**src/rtl/tbl_pkg.sv**
```systemverilog
package tbl_pkg;
  typedef enum logic [1:0] {
    TX_IDLE  = 2'd0,
    TX_SETUP = 2'd1,
    TX_WAIT  = 2'd2
  } tx_state_e;
endpackage

```
**src/rtl/tbl_sync.sv**
```systemverilog
module tbl_sync #(
  parameter int STAGES = 2
) (
  input  logic clk,
  input  logic rst,
  input  logic d,
  output logic q
);
  logic [STAGES-1:0] chain_q;

  generate
    for (genvar i = 0; i < STAGES; i++) begin : g_stage
      if (i == 0) begin : g_first
        always_ff @(posedge clk) begin
          if (rst) chain_q[0] <= 1'b0;
          else     chain_q[0] <= d;
        end
      end else begin : g_rest
        always_ff @(posedge clk) begin
          if (rst) chain_q[i] <= 1'b0;
          else     chain_q[i] <= chain_q[i-1];
        end
      end
    end
  endgenerate

  assign q = chain_q[STAGES-1];
endmodule

```
**src/rtl/tbl_tx.sv**
```systemverilog
module tbl_tx
  import tbl_pkg::*;
#(
  parameter int DATA_W      = 8,
  parameter int SYNC_STAGES = 2
) (
  input  logic              clk,
  input  logic              rst,
  input  logic              in_valid,
  output logic              in_ready,
  input  logic [DATA_W-1:0] in_data,
  output logic              strobe,
  output logic              data,
  input  logic              reply
);
  localparam int CNT_W = (DATA_W > 1) ? $clog2(DATA_W) : 1;
  localparam logic [CNT_W-1:0] LAST_BIT = CNT_W'(DATA_W - 1);

  tx_state_e         state_q;
  logic [DATA_W-1:0] sh_q;
  logic [CNT_W-1:0]  cnt_q;
  logic              strobe_q, data_q, reply_seen_q;
  logic              reply_s;
  logic              reply_edge;

  tbl_sync #(.STAGES(SYNC_STAGES)) u_reply_sync (
    .clk(clk), .rst(rst), .d(reply), .q(reply_s)
  );

  assign reply_edge = reply_s ^ reply_seen_q;

  always_ff @(posedge clk) begin
    if (rst) begin
      state_q      <= TX_IDLE;
      sh_q         <= '0;
      cnt_q        <= '0;
      strobe_q     <= 1'b0;
      data_q       <= 1'b0;
      reply_seen_q <= 1'b0;
    end else begin
      case (state_q)
        TX_IDLE: begin
          if (in_valid) begin
            sh_q    <= in_data;
            data_q  <= in_data[DATA_W-1];
            cnt_q   <= '0;
            state_q <= TX_SETUP;
          end
        end
        TX_SETUP: begin
          strobe_q <= ~strobe_q;
          state_q  <= TX_WAIT;
        end
        TX_WAIT: begin
          if (reply_edge) begin
            reply_seen_q <= reply_s;
            if (cnt_q == LAST_BIT) begin
              state_q <= TX_IDLE;
            end else begin
              cnt_q   <= cnt_q + 1'b1;
              sh_q    <= sh_q << 1;
              data_q  <= sh_q[DATA_W-2];
              state_q <= TX_SETUP;
            end
          end
        end
        default: state_q <= TX_IDLE;
      endcase
    end
  end

  assign in_ready = (state_q == TX_IDLE);
  assign strobe   = strobe_q;
  assign data     = data_q;

  // waiting without a reply change freezes both wires
  p_hold_until_reply_r6: assert property (@(posedge clk) disable iff (rst)
    (state_q == TX_WAIT && !reply_edge) |=> ($stable(strobe_q) && $stable(data_q)));

  // the strobe only moves when leaving setup, a cycle after data settled
  p_strobe_after_setup_r3: assert property (@(posedge clk) disable iff (rst)
    (state_q != TX_SETUP) |=> $stable(strobe_q));

  // no new byte accepted while a transfer is in flight
  p_busy_not_ready_r7: assert property (@(posedge clk) disable iff (rst)
    (state_q == TX_WAIT) |-> !in_ready);
endmodule

```
**src/rtl/tbl_rx.sv**
```systemverilog
module tbl_rx #(
  parameter int DATA_W      = 8,
  parameter int SYNC_STAGES = 2
) (
  input  logic              clk,
  input  logic              rst,
  input  logic              strobe,
  input  logic              data,
  output logic              reply,
  output logic              out_valid,
  input  logic              out_ready,
  output logic [DATA_W-1:0] out_data
);
  localparam int CNT_W = (DATA_W > 1) ? $clog2(DATA_W) : 1;
  localparam logic [CNT_W-1:0] LAST_BIT = CNT_W'(DATA_W - 1);

  logic              strobe_s, strobe_seen_q, strobe_edge;
  logic [DATA_W-2:0] sh_q;
  logic [CNT_W-1:0]  cnt_q;
  logic              reply_q, valid_q;
  logic [DATA_W-1:0] byte_q;

  tbl_sync #(.STAGES(SYNC_STAGES)) u_strobe_sync (
    .clk(clk), .rst(rst), .d(strobe), .q(strobe_s)
  );

  assign strobe_edge = strobe_s ^ strobe_seen_q;

  always_ff @(posedge clk) begin
    if (rst) begin
      strobe_seen_q <= 1'b0;
      sh_q          <= '0;
      cnt_q         <= '0;
      reply_q       <= 1'b0;
      valid_q       <= 1'b0;
      byte_q        <= '0;
    end else if (valid_q) begin
      if (out_ready) begin
        valid_q <= 1'b0;
        reply_q <= ~reply_q;
      end
    end else if (strobe_edge) begin
      strobe_seen_q <= strobe_s;
      sh_q          <= {sh_q[DATA_W-3:0], data};
      if (cnt_q == LAST_BIT) begin
        cnt_q   <= '0;
        valid_q <= 1'b1;
        byte_q  <= {sh_q, data};
      end else begin
        cnt_q   <= cnt_q + 1'b1;
        reply_q <= ~reply_q;
      end
    end
  end

  assign reply     = reply_q;
  assign out_valid = valid_q;
  assign out_data  = byte_q;

  // the final reply is withheld while the byte waits
  p_final_reply_held_r9: assert property (@(posedge clk) disable iff (rst)
    (valid_q && !out_ready) |=> $stable(reply_q));

  // output byte stays put until consumed
  p_byte_held_r8: assert property (@(posedge clk) disable iff (rst)
    (valid_q && !out_ready) |=> (valid_q && $stable(byte_q)));

  // reply changes only on a strobe change or a consumed byte
  p_reply_has_cause_r5: assert property (@(posedge clk) disable iff (rst)
    (!strobe_edge && !(valid_q && out_ready)) |=> $stable(reply_q));
endmodule

```
**src/rtl/toggle_bit_link.sv**
```systemverilog
module toggle_bit_link #(
  parameter int DATA_W      = 8,
  parameter int SYNC_STAGES = 2
) (
  input  logic              clk,
  input  logic              rst,
  input  logic              tx_valid,
  output logic              tx_ready,
  input  logic [DATA_W-1:0] tx_data,
  output logic              rx_valid,
  input  logic              rx_ready,
  output logic [DATA_W-1:0] rx_data,
  output logic              link_strobe,
  output logic              link_data,
  output logic              link_reply
);
  logic w_strobe, w_data, w_reply;

  tbl_tx #(.DATA_W(DATA_W), .SYNC_STAGES(SYNC_STAGES)) u_tx (
    .clk(clk), .rst(rst),
    .in_valid(tx_valid), .in_ready(tx_ready), .in_data(tx_data),
    .strobe(w_strobe), .data(w_data), .reply(w_reply)
  );

  tbl_rx #(.DATA_W(DATA_W), .SYNC_STAGES(SYNC_STAGES)) u_rx (
    .clk(clk), .rst(rst),
    .strobe(w_strobe), .data(w_data), .reply(w_reply),
    .out_valid(rx_valid), .out_ready(rx_ready), .out_data(rx_data)
  );

  assign link_strobe = w_strobe;
  assign link_data   = w_data;
  assign link_reply  = w_reply;

  // data wire and strobe wire never move in the same cycle
  p_data_setup_r3: assert property (@(posedge clk) disable iff (rst)
    !$stable(w_strobe) |-> $stable(w_data));
endmodule

```
**config.mk**
```make
export PLATFORM = sky130hd
export DESIGN_NAME = toggle_bit_link
export DESIGN_NICKNAME = d
export VERILOG_FILES = /design/src/rtl/tbl_pkg.sv /design/src/rtl/tbl_sync.sv /design/src/rtl/tbl_tx.sv /design/src/rtl/tbl_rx.sv /design/src/rtl/toggle_bit_link.sv
export SDC_FILE = /design/constraint.sdc
export NUM_CORES = 1
export LEC_CHECK = 0
export ABC_CLOCK_PERIOD_IN_PS = 2400
export BUFFER_PORTS_ARGS = -buffer_cell sky130_fd_sc_hd__buf_2
export CORE_MARGIN = 2
export CORE_UTILIZATION = 48
export DETAILED_ROUTE_END_ITERATION = 6
export PLACE_DENSITY_LB_ADDON = 0.12
export SLEW_MARGIN = 20
export SYNTH_ARGS = -nofsm -noshare
export SYNTH_HDL_FRONTEND = slang
export SYNTH_SLANG_ARGS = --single-unit
```
**constraint.sdc**
```tcl
create_clock -name clk -period 2.4 [get_ports clk]
set_input_delay 0.24 -clock clk [delete_from_list [all_inputs] [get_ports clk]]
set_output_delay 0.24 -clock clk [all_outputs]
set_load 0.01 [all_outputs]
```
==> impl_metrics.env, run 1 <==
export IMPL_status="complete, no violations"
export IMPL_post_cts_buffers=0
export IMPL_drive_above_1_share=0.2088
export IMPL_netlist_area_leader_share=0.4961
export IMPL_clk_latency_ns=0.32
export IMPL_leakagePower_nw=0.7166
export IMPL_ys_top_cells_by_area="dfxtp_1 (50%), mux2i_1 (15%), nor2_1 (7.7%)"
export IMPL_post_place_ws_ns=0.5303
export IMPL_ys_seq_area_frac=0.4961
export IMPL_timing_max_transition_violations_final=0
export IMPL_cpMaxStageDelayCell="dfxtp_1"
export IMPL_ioPinCount=25
export IMPL_antenna_cells=0
export IMPL_antenna_found_initial=0
export IMPL_synth_edff_count=0
export IMPL_syn_instance_count=156
export IMPL_synth_flop_cell="dfxtp_1"
export IMPL_min_period_over_period=0.7802
export IMPL_grt_overflow_total=0
export IMPL_syn_to_final_growth_pct=13.10
export IMPL_drv_cap=0
export IMPL_clockRootBuffer="clkbuf_4"
export IMPL_design_core_area_um2=3284
export IMPL_dieArea_um2=3842
export IMPL_grt_pass1_wl_um=4229
export IMPL_tightest_slew_ns=0.5827
export IMPL_reg2reg_to="u_tx.sh_q[5]"
export IMPL_ant_nets=0
export IMPL_synth_largest_area_cell="dfxtp_1"
export IMPL_setup_tns_ns=0
export IMPL_fmax_ghz=0.5340
export IMPL_critPathLaunchType="flop"
export IMPL_holdPathEnd="u_tx.sh_q[0]"
export IMPL_crit_path_end_kind="flop"
export IMPL_hpwlAfterDp_um=1830
export IMPL_yosys_register_bits=40
export IMPL_yosysWarnings=0
export IMPL_async_flop_share=0
export IMPL_synth_cell_types=29
export IMPL_cp_arrival_ns=2.13
export IMPL_use_met3=0.04969
export IMPL_netlist_top_cells_count="dfxtp_1 (40), nor2_1 (33), mux2i_1 (24), a21oi_1 (6), nor2b_1 (6)"
export IMPL_place_gp_congestion=0.7516
export IMPL_syn_area_per_cell_um2=10.35
export IMPL_cts_repair_resized=0
export IMPL_hold_viol_final=0
export IMPL_synth_most_common_cell="dfxtp_1"
export IMPL_fin_crit_ns=1.873
export IMPL_cp_max_fo=15
export IMPL_reg2reg_depth=4
export IMPL_synth_area_um2=1614
export IMPL_io_buffers=24
export IMPL_grt_util_met1=0.1710
export IMPL_synth_nets=173
export IMPL_crit_family="compound AO/OA/AOI/OAI gates"
export IMPL_cts_htree_levels=2
export IMPL_grt_max_degree=37
export IMPL_dr_first_iter_drc_count=44
export IMPL_finalClockSkew_ns=0.005572
export IMPL_drc=0
export IMPL_rows=21
export IMPL_ir_worst_vdd_mv=0.3631
export IMPL_fillers=327
export IMPL_grt_setup_unrepaired="no"
export IMPL_hp_start="rst"
export IMPL_p_per_area_nw_per_um2=629.9
export IMPL_cts_tree="done"
export IMPL_required_ns=2.65
export IMPL_crit_type="flop to flop"
export IMPL_setup_viol=0
export IMPL_cts_path_max_buffers=2
export IMPL_vias=1133
export IMPL_crit_buf_inv=0
export IMPL_grt_usage=0.1539
export IMPL_grt_most_used_layer="met2"
export IMPL_crit_chain="nand2b_1 > o32ai_4 > nor2_1 > a211oi_2"
export IMPL_drt_total_wl_um=2596
export IMPL_start_util=0.4914
export IMPL_relSlewSlack=0.6116
export IMPL_r2r_start="u_tx.state_q[1]"
export IMPL_postLayoutSetupSlackWorst_ns=0.5275
export IMPL_hold_path_depth=2
export IMPL_vias_per_cell=4.969
export IMPL_grt_util_met2=0.2604
export IMPL_cts_made_buffers=5
export IMPL_cts_clk_slew_worst_paths_ns=0.11
export IMPL_min_path_type="input pin to flop"
export IMPL_critPathMaxStageDelay_ns=0.70
export IMPL_wire_per_inst_um=11.39
export IMPL_r2r_setup_slack_ns=0.53
export IMPL_final_nets=198
export IMPL_dieWidth_um=61.99
export IMPL_die_y_um=61.99
export IMPL_cts_sinks=40
export IMPL_first_pass_iters=4
export IMPL_hold_buffers=0
export IMPL_grt_pass1_vias=1023
placed cells by master, fill, tap and decap left out, types with 3 or more instances in the layout:
cell type  netlist  layout
dfxtp_1         40      40
nor2_1          33      33
mux2i_1         24      24
buf_2            2      24
a21oi_1          6       6
nor2b_1          6       6
a211oi_1         5       5
ha_1             5       5
clkbuf_4         0       5
nand2_1          4       4
xnor2_1          3       3
sequential cells by signal (all words and copies together) (netlist names), 2 cells and up:
name           cells
u_rx.out_data      8
u_tx.state_q       2
u_tx.cnt_q         3
u_rx.sh_q          7
u_tx.sh_q          7
u_rx.cnt_q         3
metal layers:
| metal | wire length (um) | share of wire | up-vias |
|---|---|---|---|
| li1 | - | - | 590 |
| met1 | 1219 | 0.47 | 525 |
| met2 | 1269 | 0.49 | 16 |
| met3 | 89 | 0.034 | 2 |
| met4 | 18 | 0.0069 | 0 |
| met5 | 0 | 0 | - |
layout make-up:
cell class              instances  area (um2)  share of cell area
flip-flops and latches         40       800.8              0.4387
clock buffers                   8       58.81             0.03221
well taps                      46       57.56             0.03153
repair buffers                 26       135.1             0.07402
multi-input cells             106       765.7              0.4195
inverters                       2       7.507            0.004112
how the worst max path moves through the flow:
stage                     depth (start not counted)       startpoint      endpoint
after global placement                            4  u_tx.state_q[1]  u_tx.sh_q[1]
after floorplan                                   6    u_tx.cnt_q[0]  u_tx.sh_q[1]
final                                             4  u_tx.state_q[1]  u_tx.sh_q[5]
after CTS                                         4  u_tx.state_q[1]  u_tx.sh_q[4]
after global routing                              4  u_tx.state_q[1]  u_tx.sh_q[5]
after detailed placement                          4  u_tx.state_q[1]  u_tx.sh_q[2]
report_power, final:
part	total (mW)	switching [mW]	internal, mW
registers	0.707	0.0212	0.686
clock network	0.338	0.194	0.145
logic	0.104	0.0552	0.0489
logic make-up (layout without fill, tap and decap cells):
logic type | Yosys count | in the layout | synth area share
fa+ha+maj | 5 | 5 | 0.03876
buf+inv | 10 | 36 | 0.02946
simple gates | 49 | 49 | 0.1372
mux | 25 | 25 | 0.1558
flops | 40 | 40 | 0.4961
xor+xnor | 4 | 4 | 0.02636
compound gates | 23 | 23 | 0.1163
per-stage QoR:
stage / area [um2] / total power, mW / std cells / hold slack, ns / utilization
finish: 1826 / 1.150 / 228 / 0.1169 / 0.5558
CTS: 1826 / 1.172 / 228 / 0.09646 / 0.5558
detailed placement: 1767 / 0.8283 / 220 / 0.4284 / 0.5379
floorplan: 1614 / 0.7997 / 156 / 0.4138 / -
global placement: 1767 / 0.8231 / 220 / 0.4400 / 0.5379
global route: 1826 / 1.209 / 228 / 0.09234 / 0.5558
Power figures use the tool's default switching activity.
==> inputs of run 2 (changes only) <==
--- a/config.mk
+++ b/config.mk
@@ -5,7 +5,7 @@
 export SDC_FILE = /design/constraint.sdc
 export NUM_CORES = 1
 export LEC_CHECK = 0
-export ABC_CLOCK_PERIOD_IN_PS = 2400
+export ABC_CLOCK_PERIOD_IN_PS = 1500
 export BUFFER_PORTS_ARGS = -buffer_cell sky130_fd_sc_hd__buf_2
 export CORE_MARGIN = 2
 export CORE_UTILIZATION = 48
==> constraint.sdc (replaced) <==
create_clock -name clk -period 1.5 [get_ports clk]
set_input_delay 0.15 -clock clk [delete_from_list [all_inputs] [get_ports clk]]
set_output_delay 0.15 -clock clk [all_outputs]
set_load 0.01 [all_outputs]
==> run 2 against run 1 <==
Global-route usage increased by 0.65 points. Non-clock buffer count is 10 higher. Final area increased by 12%. Worst setup slack got worse by 0.51 ns. Routed wire length increased by 14%. Clock power grew 46%. Register-to-register slack lost 0.51 ns. Count of clock-buffer cells in the layout decreased by 2. Maximum frequency is 27% higher. Clock skew grew 0.0087 ns. First-iteration DRC count rose by 48%. Critical path type unchanged. Critical endpoint is now u_tx.state_q[0]. Highest routed layer unchanged.
==> impl_metrics.env, run 2 (same netlist as run 1, synthesis figures left out) <==
export IMPL_status="complete, no violations"
export IMPL_fmax_ghz=0.6760
export IMPL_vias_per_cell=5.017
export IMPL_setup_viol=0
export IMPL_rows=21
export IMPL_post_place_ws_ns=-0.02913
export IMPL_ant_nets=0
export IMPL_crit_family="flip-flops"
export IMPL_drv_cap=0
export IMPL_dpl_cell_area_um2=1824
export IMPL_hold_path_depth=3
export IMPL_leakagePower_nw=0.7772
export IMPL_design_core_area_um2=3284
export IMPL_clk_latency_ns=0.34
export IMPL_cts_made_buffers=5
export IMPL_postLayoutSetupSlackWorst_ns=0.02063
export IMPL_critPathLaunchType="flop"
export IMPL_final_nets=208
export IMPL_cts_clk_slew_worst_paths_ns=0.11
export IMPL_crit_type="flop to flop"
export IMPL_final_util=0.6206
export IMPL_final_common_cell="dfxtp_1"
export IMPL_start_util=0.4914
export IMPL_setup_tns_ns=0
export IMPL_hold_buffers=0
export IMPL_hp_start="tx_data[0]"
export IMPL_fin_area_um2=2038
export IMPL_cts_sinks=40
export IMPL_cpMaxStageDelayCell="dfxtp_2"
export IMPL_min_path_type="input pin to flop"
export IMPL_power_mw=1.860
export IMPL_grt_usage=0.1605
export IMPL_grt_setup_unrepaired="yes"
export IMPL_grt_pass1_wl_um=4485
export IMPL_grt_max_degree=31
export IMPL_ir_worst_vdd_mv=0.5127
export IMPL_antenna_found_initial=0
export IMPL_place_gp_congestion=0.8220
export IMPL_io_buffers=24
export IMPL_reg2reg_depth=6
export IMPL_seq_power_share=0.605
export IMPL_syn_to_final_growth_pct=26.28
export IMPL_p_switching_mw=0.4664
export IMPL_die_y_um=61.99
export IMPL_cp_max_fo=7
export IMPL_wire_per_inst_um=12.50
export IMPL_clock_power_share=0.264
export IMPL_tightest_slew_ns=0.4102
export IMPL_r2r_setup_slack_ns=0.02
export IMPL_first_pass_iters=4
export IMPL_relSlewSlack=0.7252
export IMPL_holdPathEnd="u_tx.sh_q[0]"
export IMPL_crit_top_cell="ha_4"
export IMPL_ioPinCount=25
export IMPL_hpwlAfterDp_um=1952
export IMPL_drt_total_wl_um=2962
export IMPL_vias=1189
export IMPL_critPathMaxStageDelay_ns=0.35
export IMPL_fillers=288
export IMPL_mostFrequentLayoutCells="dfxtp_1 (36), nor2_1 (30), mux2i_1 (24), buf_2 (24), buf_4 (7)"
export IMPL_dp_cells=226
export IMPL_required_ns=1.79
export IMPL_largest_reg_flops=8
export IMPL_comb_power_share=0.131
export IMPL_cp_arrival_ns=1.77
export IMPL_min_period_over_period=0.9862
export IMPL_p_per_area_nw_per_um2=912.4
export IMPL_cts_path_max_buffers=2
export IMPL_swShare=0.2508
export IMPL_drive_above_1_share=0.3455
export IMPL_cts_htree_levels=2
export IMPL_crit_chain="ha_4 > ha_4 > o32ai_4 > buf_6 > clkbuf_16 > nor2b_4"
export IMPL_clockRootBuffer="clkbuf_4"
export IMPL_fin_crit_ns=1.479
export IMPL_timing_max_transition_violations_final=0
export IMPL_hold_ws_ns=0.1007
export IMPL_antenna_cells=0
export IMPL_grt_overflow_total=0
export IMPL_p_int_mw=1.393
export IMPL_drc=0
export IMPL_r2r_start="u_tx.cnt_q[1]"
export IMPL_fin_cells=237
export IMPL_grt_pass1_vias=1080
export IMPL_crit_path_end_kind="flop"
export IMPL_cts_tree="done"
export IMPL_dieArea_um2=3842
export IMPL_crit_buf_inv=2
export IMPL_dr_first_iter_drc_count=65
export IMPL_reg2reg_to="u_tx.state_q[0]"
export IMPL_dieWidth_um=61.99
export IMPL_finalClockSkew_ns=0.01430
export IMPL_hold_viol_final=0
## run 2: cell count changes in the layout (fill, tap and decap cells not counted), moves of 3 or more
cell / delta
dfxtp_1: -4
dfxtp_2: +4
buf_4: +5
a211oi_2: +4
buf_6: +3
ha_4: +4
ha_1: -4
a211oi_1: -4
nor2_2: +3
nor2_1: -3
## run 2: cell type report
cell class              instances  area, um2  area share
clock buffers                   6      41.29     0.02026
clock inverters                 1      5.005    0.002455
inverters                       2      7.507    0.003683
multi-input cells             106      869.6      0.4266
flip-flops and latches         40      805.8      0.3953
well taps                      46      57.56     0.02824
repair buffers                 36      251.5      0.1234
## run 2: how the worst max path moves through the flow
stage,endpoint,startpoint,depth (start not counted)
after global routing,u_tx.sh_q[4],u_tx.cnt_q[1],6
final,u_tx.state_q[0],u_tx.cnt_q[1],6
after detailed placement,u_rx.out_data[0],u_rx.cnt_q[0],6
after floorplan,u_tx.sh_q[1],u_tx.cnt_q[0],6
after global placement,u_tx.sh_q[6],u_tx.cnt_q[0],6
after CTS,u_tx.sh_q[3],u_tx.cnt_q[0],6
## run 2: worst min-delay path: cells and delay by family
kind                   cells  cell delay (ns)
buffers and inverters      1             0.07
AOI/OAI and AO/OA          2             0.18
## run 2: power by group through the flow
stage | combinational, mW | sequential, mW | clock (mW)
after floorplan | 0.135 | 1.14 | 0
after global placement | 0.194 | 1.14 | 0
after detailed placement | 0.201 | 1.15 | 0
after CTS | 0.202 | 1.12 | 0.515
after global routing | 0.267 | 1.13 | 0.562
final | 0.244 | 1.12 | 0.492
## run 2: layer usage
metal | global-route usage | up-vias | routed length, um | part of all wire
met2 | 0.2649 | 22 | 1466 | 0.49
li1 | - | 609 | - | -
met5 | 0 | - | 0 | 0
met3 | 0.06004 | 6 | 128 | 0.043
met1 | 0.1877 | 552 | 1322 | 0.45
met4 | 0.06383 | 0 | 44 | 0.015
## run 2: timing repair
action	4_1_cts	5_1_grt
endpoints found under the setup margin	15	16
pin swaps	0	9
cloned	1	1
setup buffers	0	2
gates resized for setup	4	24
==> inputs of run 3 (changes only) <==
--- a/config.mk
+++ b/config.mk
@@ -10,7 +10,9 @@
 export CORE_MARGIN = 2
 export CORE_UTILIZATION = 48
 export DETAILED_ROUTE_END_ITERATION = 6
+export HOLD_SLACK_MARGIN = 0.1
 export PLACE_DENSITY_LB_ADDON = 0.12
+export RECOVER_POWER = 50
 export SLEW_MARGIN = 20
 export SYNTH_ARGS = -nofsm -noshare
 export SYNTH_HDL_FRONTEND = slang
==> run 3 against run 2 <==
Non-clock buffer count up 1. Power about the same. Final cell count up 0.42%. Clock skew up 0.0010 ns. Register-to-register slack about the same. Routed wire length up 0.30%. Die area unchanged. Count of clock-buffer cells in the layout unchanged. Sequential cell count unchanged. Largest cell class unchanged. Highest routed layer unchanged.
==> impl_metrics.env, run 3 (same netlist as run 1, synthesis figures left out) <==
export IMPL_required_ns=1.79
export IMPL_finalClockSkew_ns=0.01532
export IMPL_cpMaxStageDelayCell="dfxtp_2"
export IMPL_fin_cells=238
export IMPL_die_y_um=61.99
export IMPL_io_buffers=24
export IMPL_min_path_type="input pin to flop"
export IMPL_clockRootBuffer="clkbuf_4"
export IMPL_wire_per_inst_um=12.48
export IMPL_ioPinCount=25
export IMPL_dieWidth_um=61.99
export IMPL_grt_pass1_wl_um=4491
export IMPL_first_pass_iters=4
export IMPL_crit_top_cell="ha_4"
export IMPL_crit_buf_inv=2
export IMPL_drt_total_wl_um=2971
export IMPL_dr_first_iter_drc_count=45
export IMPL_min_period_over_period=0.9883
export IMPL_cp_max_fo=7
export IMPL_rows=21
export IMPL_cp_arrival_ns=1.77
export IMPL_mostFrequentLayoutCells="dfxtp_1 (36), nor2_1 (30), mux2i_1 (24)"
export IMPL_cts_htree_levels=2
export IMPL_grt_max_degree=31
export IMPL_hold_viol_final=0
export IMPL_fmax_ghz=0.6746
export IMPL_critPathLaunchType="flop"
export IMPL_cts_clk_slew_worst_paths_ns=0.11
export IMPL_r2r_start="u_tx.cnt_q[1]"
export IMPL_hold_path_depth=3
export IMPL_drive_above_1_share=0.2813
export IMPL_cts_path_max_buffers=2
export IMPL_dieArea_um2=3842
export IMPL_cts_sinks=40
export IMPL_grt_usage=0.1609
export IMPL_grt_pass1_vias=1079
export IMPL_r2r_setup_slack_ns=0.02
export IMPL_cts_made_buffers=5
export IMPL_design_core_area_um2=3284
export IMPL_timing_max_transition_violations_final=0
export IMPL_relSlewSlack=0.7252
export IMPL_setup_viol=0
export IMPL_ir_worst_vdd_mv=0.5148
export IMPL_hold_ws_ns=0.1425
export IMPL_clk_latency_ns=0.34
export IMPL_crit_cells=6
export IMPL_vias_per_cell=4.962
export IMPL_reg2reg_to="u_tx.state_q[0]"
export IMPL_dp_cells=226
export IMPL_p_per_area_nw_per_um2=915.4
export IMPL_start_util=0.4914
export IMPL_largest_reg_flops=8
export IMPL_final_common_cell="dfxtp_1"
export IMPL_syn_to_final_growth_pct=25.97
export IMPL_antenna_cells=0
export IMPL_ant_nets=0
export IMPL_crit_chain="ha_4 > ha_4 > o32ai_4 > buf_6 > clkbuf_16 > nor2b_4"
export IMPL_fin_crit_ns=1.482
export IMPL_drv_cap=0
export IMPL_grt_overflow_total=0
export IMPL_grt_setup_unrepaired="yes"
export IMPL_critPathMaxStageDelay_ns=0.35
export IMPL_place_gp_congestion=0.8220
export IMPL_setup_tns_ns=0
export IMPL_crit_type="flop to flop"
export IMPL_crit_path_end_kind="flop"
export IMPL_tightest_slew_ns=0.4102
export IMPL_reg2reg_depth=6
export IMPL_final_nets=209
export IMPL_status="complete, no violations"
export IMPL_vias=1181
export IMPL_hpwlAfterDp_um=1952
export IMPL_antenna_found_initial=0
export IMPL_hp_start="tx_data[4]"
export IMPL_cts_tree="done"
export IMPL_leakagePower_nw=0.7296
export IMPL_power_mw=1.861
export IMPL_drc=0
export IMPL_crit_family="flip-flops"
export IMPL_holdPathEnd="u_tx.sh_q[4]"
## run 3: changes by cell type in the layout (fill, tap and decap cells not counted)
| cell | previous run | this run |
|---|---|---|
| dlygate4sd3_1 | 0 | 1 |
| clkbuf_1 | 1 | 13 |
| buf_2 | 24 | 12 |
## run 3: layout make-up
class,instances,area [um2]
fill,296,1251
multi-input combinational,106,869.6
sequential,40,805.8
timing repair buffer,37,246.5
tap,46,57.56
clock buffer,6,41.29
inverter,2,7.507
clock inverter,1,5.005
## run 3: what timing repair did
item	4_1_cts	5_1_grt
setup endpoints to repair	15	16
pin swaps	0	9
cloned	1	1
buffers inserted	0	2
hold buffers	1	0
gates resized for setup	4	24
hold endpoints to repair	1	0
## run 3: tightest hold or removal path: stages
cell      delay [ns]
buf_2           0.09
mux2i_1         0.12
a211oi_1        0.08
## run 3: worst max-delay path by stage
stage,from,end,slack [ns]
final,u_tx.cnt_q[1],u_tx.state_q[0],0.02
after global routing,u_tx.cnt_q[1],u_tx.sh_q[4],-0.04
after CTS,u_tx.cnt_q[0],u_tx.sh_q[3],0.006
after detailed placement,u_rx.cnt_q[0],u_rx.out_data[0],-0.03
after global placement,u_tx.cnt_q[0],u_tx.sh_q[6],0.03
after floorplan,u_tx.cnt_q[0],u_tx.sh_q[1],0.03
## run 3: metrics by stage
stage | util | setup slack [ns] | instance area (um2)
global placement | 0.5554 | 0.03473 | 1824
CTS | 0.5768 | 0.005856 | 1894
finish | 0.6190 | 0.01755 | 2033
detailed placement | 0.5554 | -0.02913 | 1824
floorplan | - | 0.03086 | 1614
global route | 0.6190 | -0.04203 | 2033
## run 3: layer usage
metal / up-vias / GRT usage / share of wire
met5: - / 0 / 0
met4: 0 / 0.06383 / 0.015
met3: 6 / 0.06004 / 0.039
met2: 20 / 0.2664 / 0.50
met1: 546 / 0.1877 / 0.45
li1: 609 / - / -
## run 3: power breakdown
| part | switching [mW] | total [mW] | leakage (nW) | internal (mW) |
|---|---|---|---|---|
| clock network | 0.319 | 0.492 | 0.0281 | 0.173 |
| registers | 0.0263 | 1.12 | 0.327 | 1.10 |
| logic | 0.123 | 0.245 | 0.375 | 0.122 |
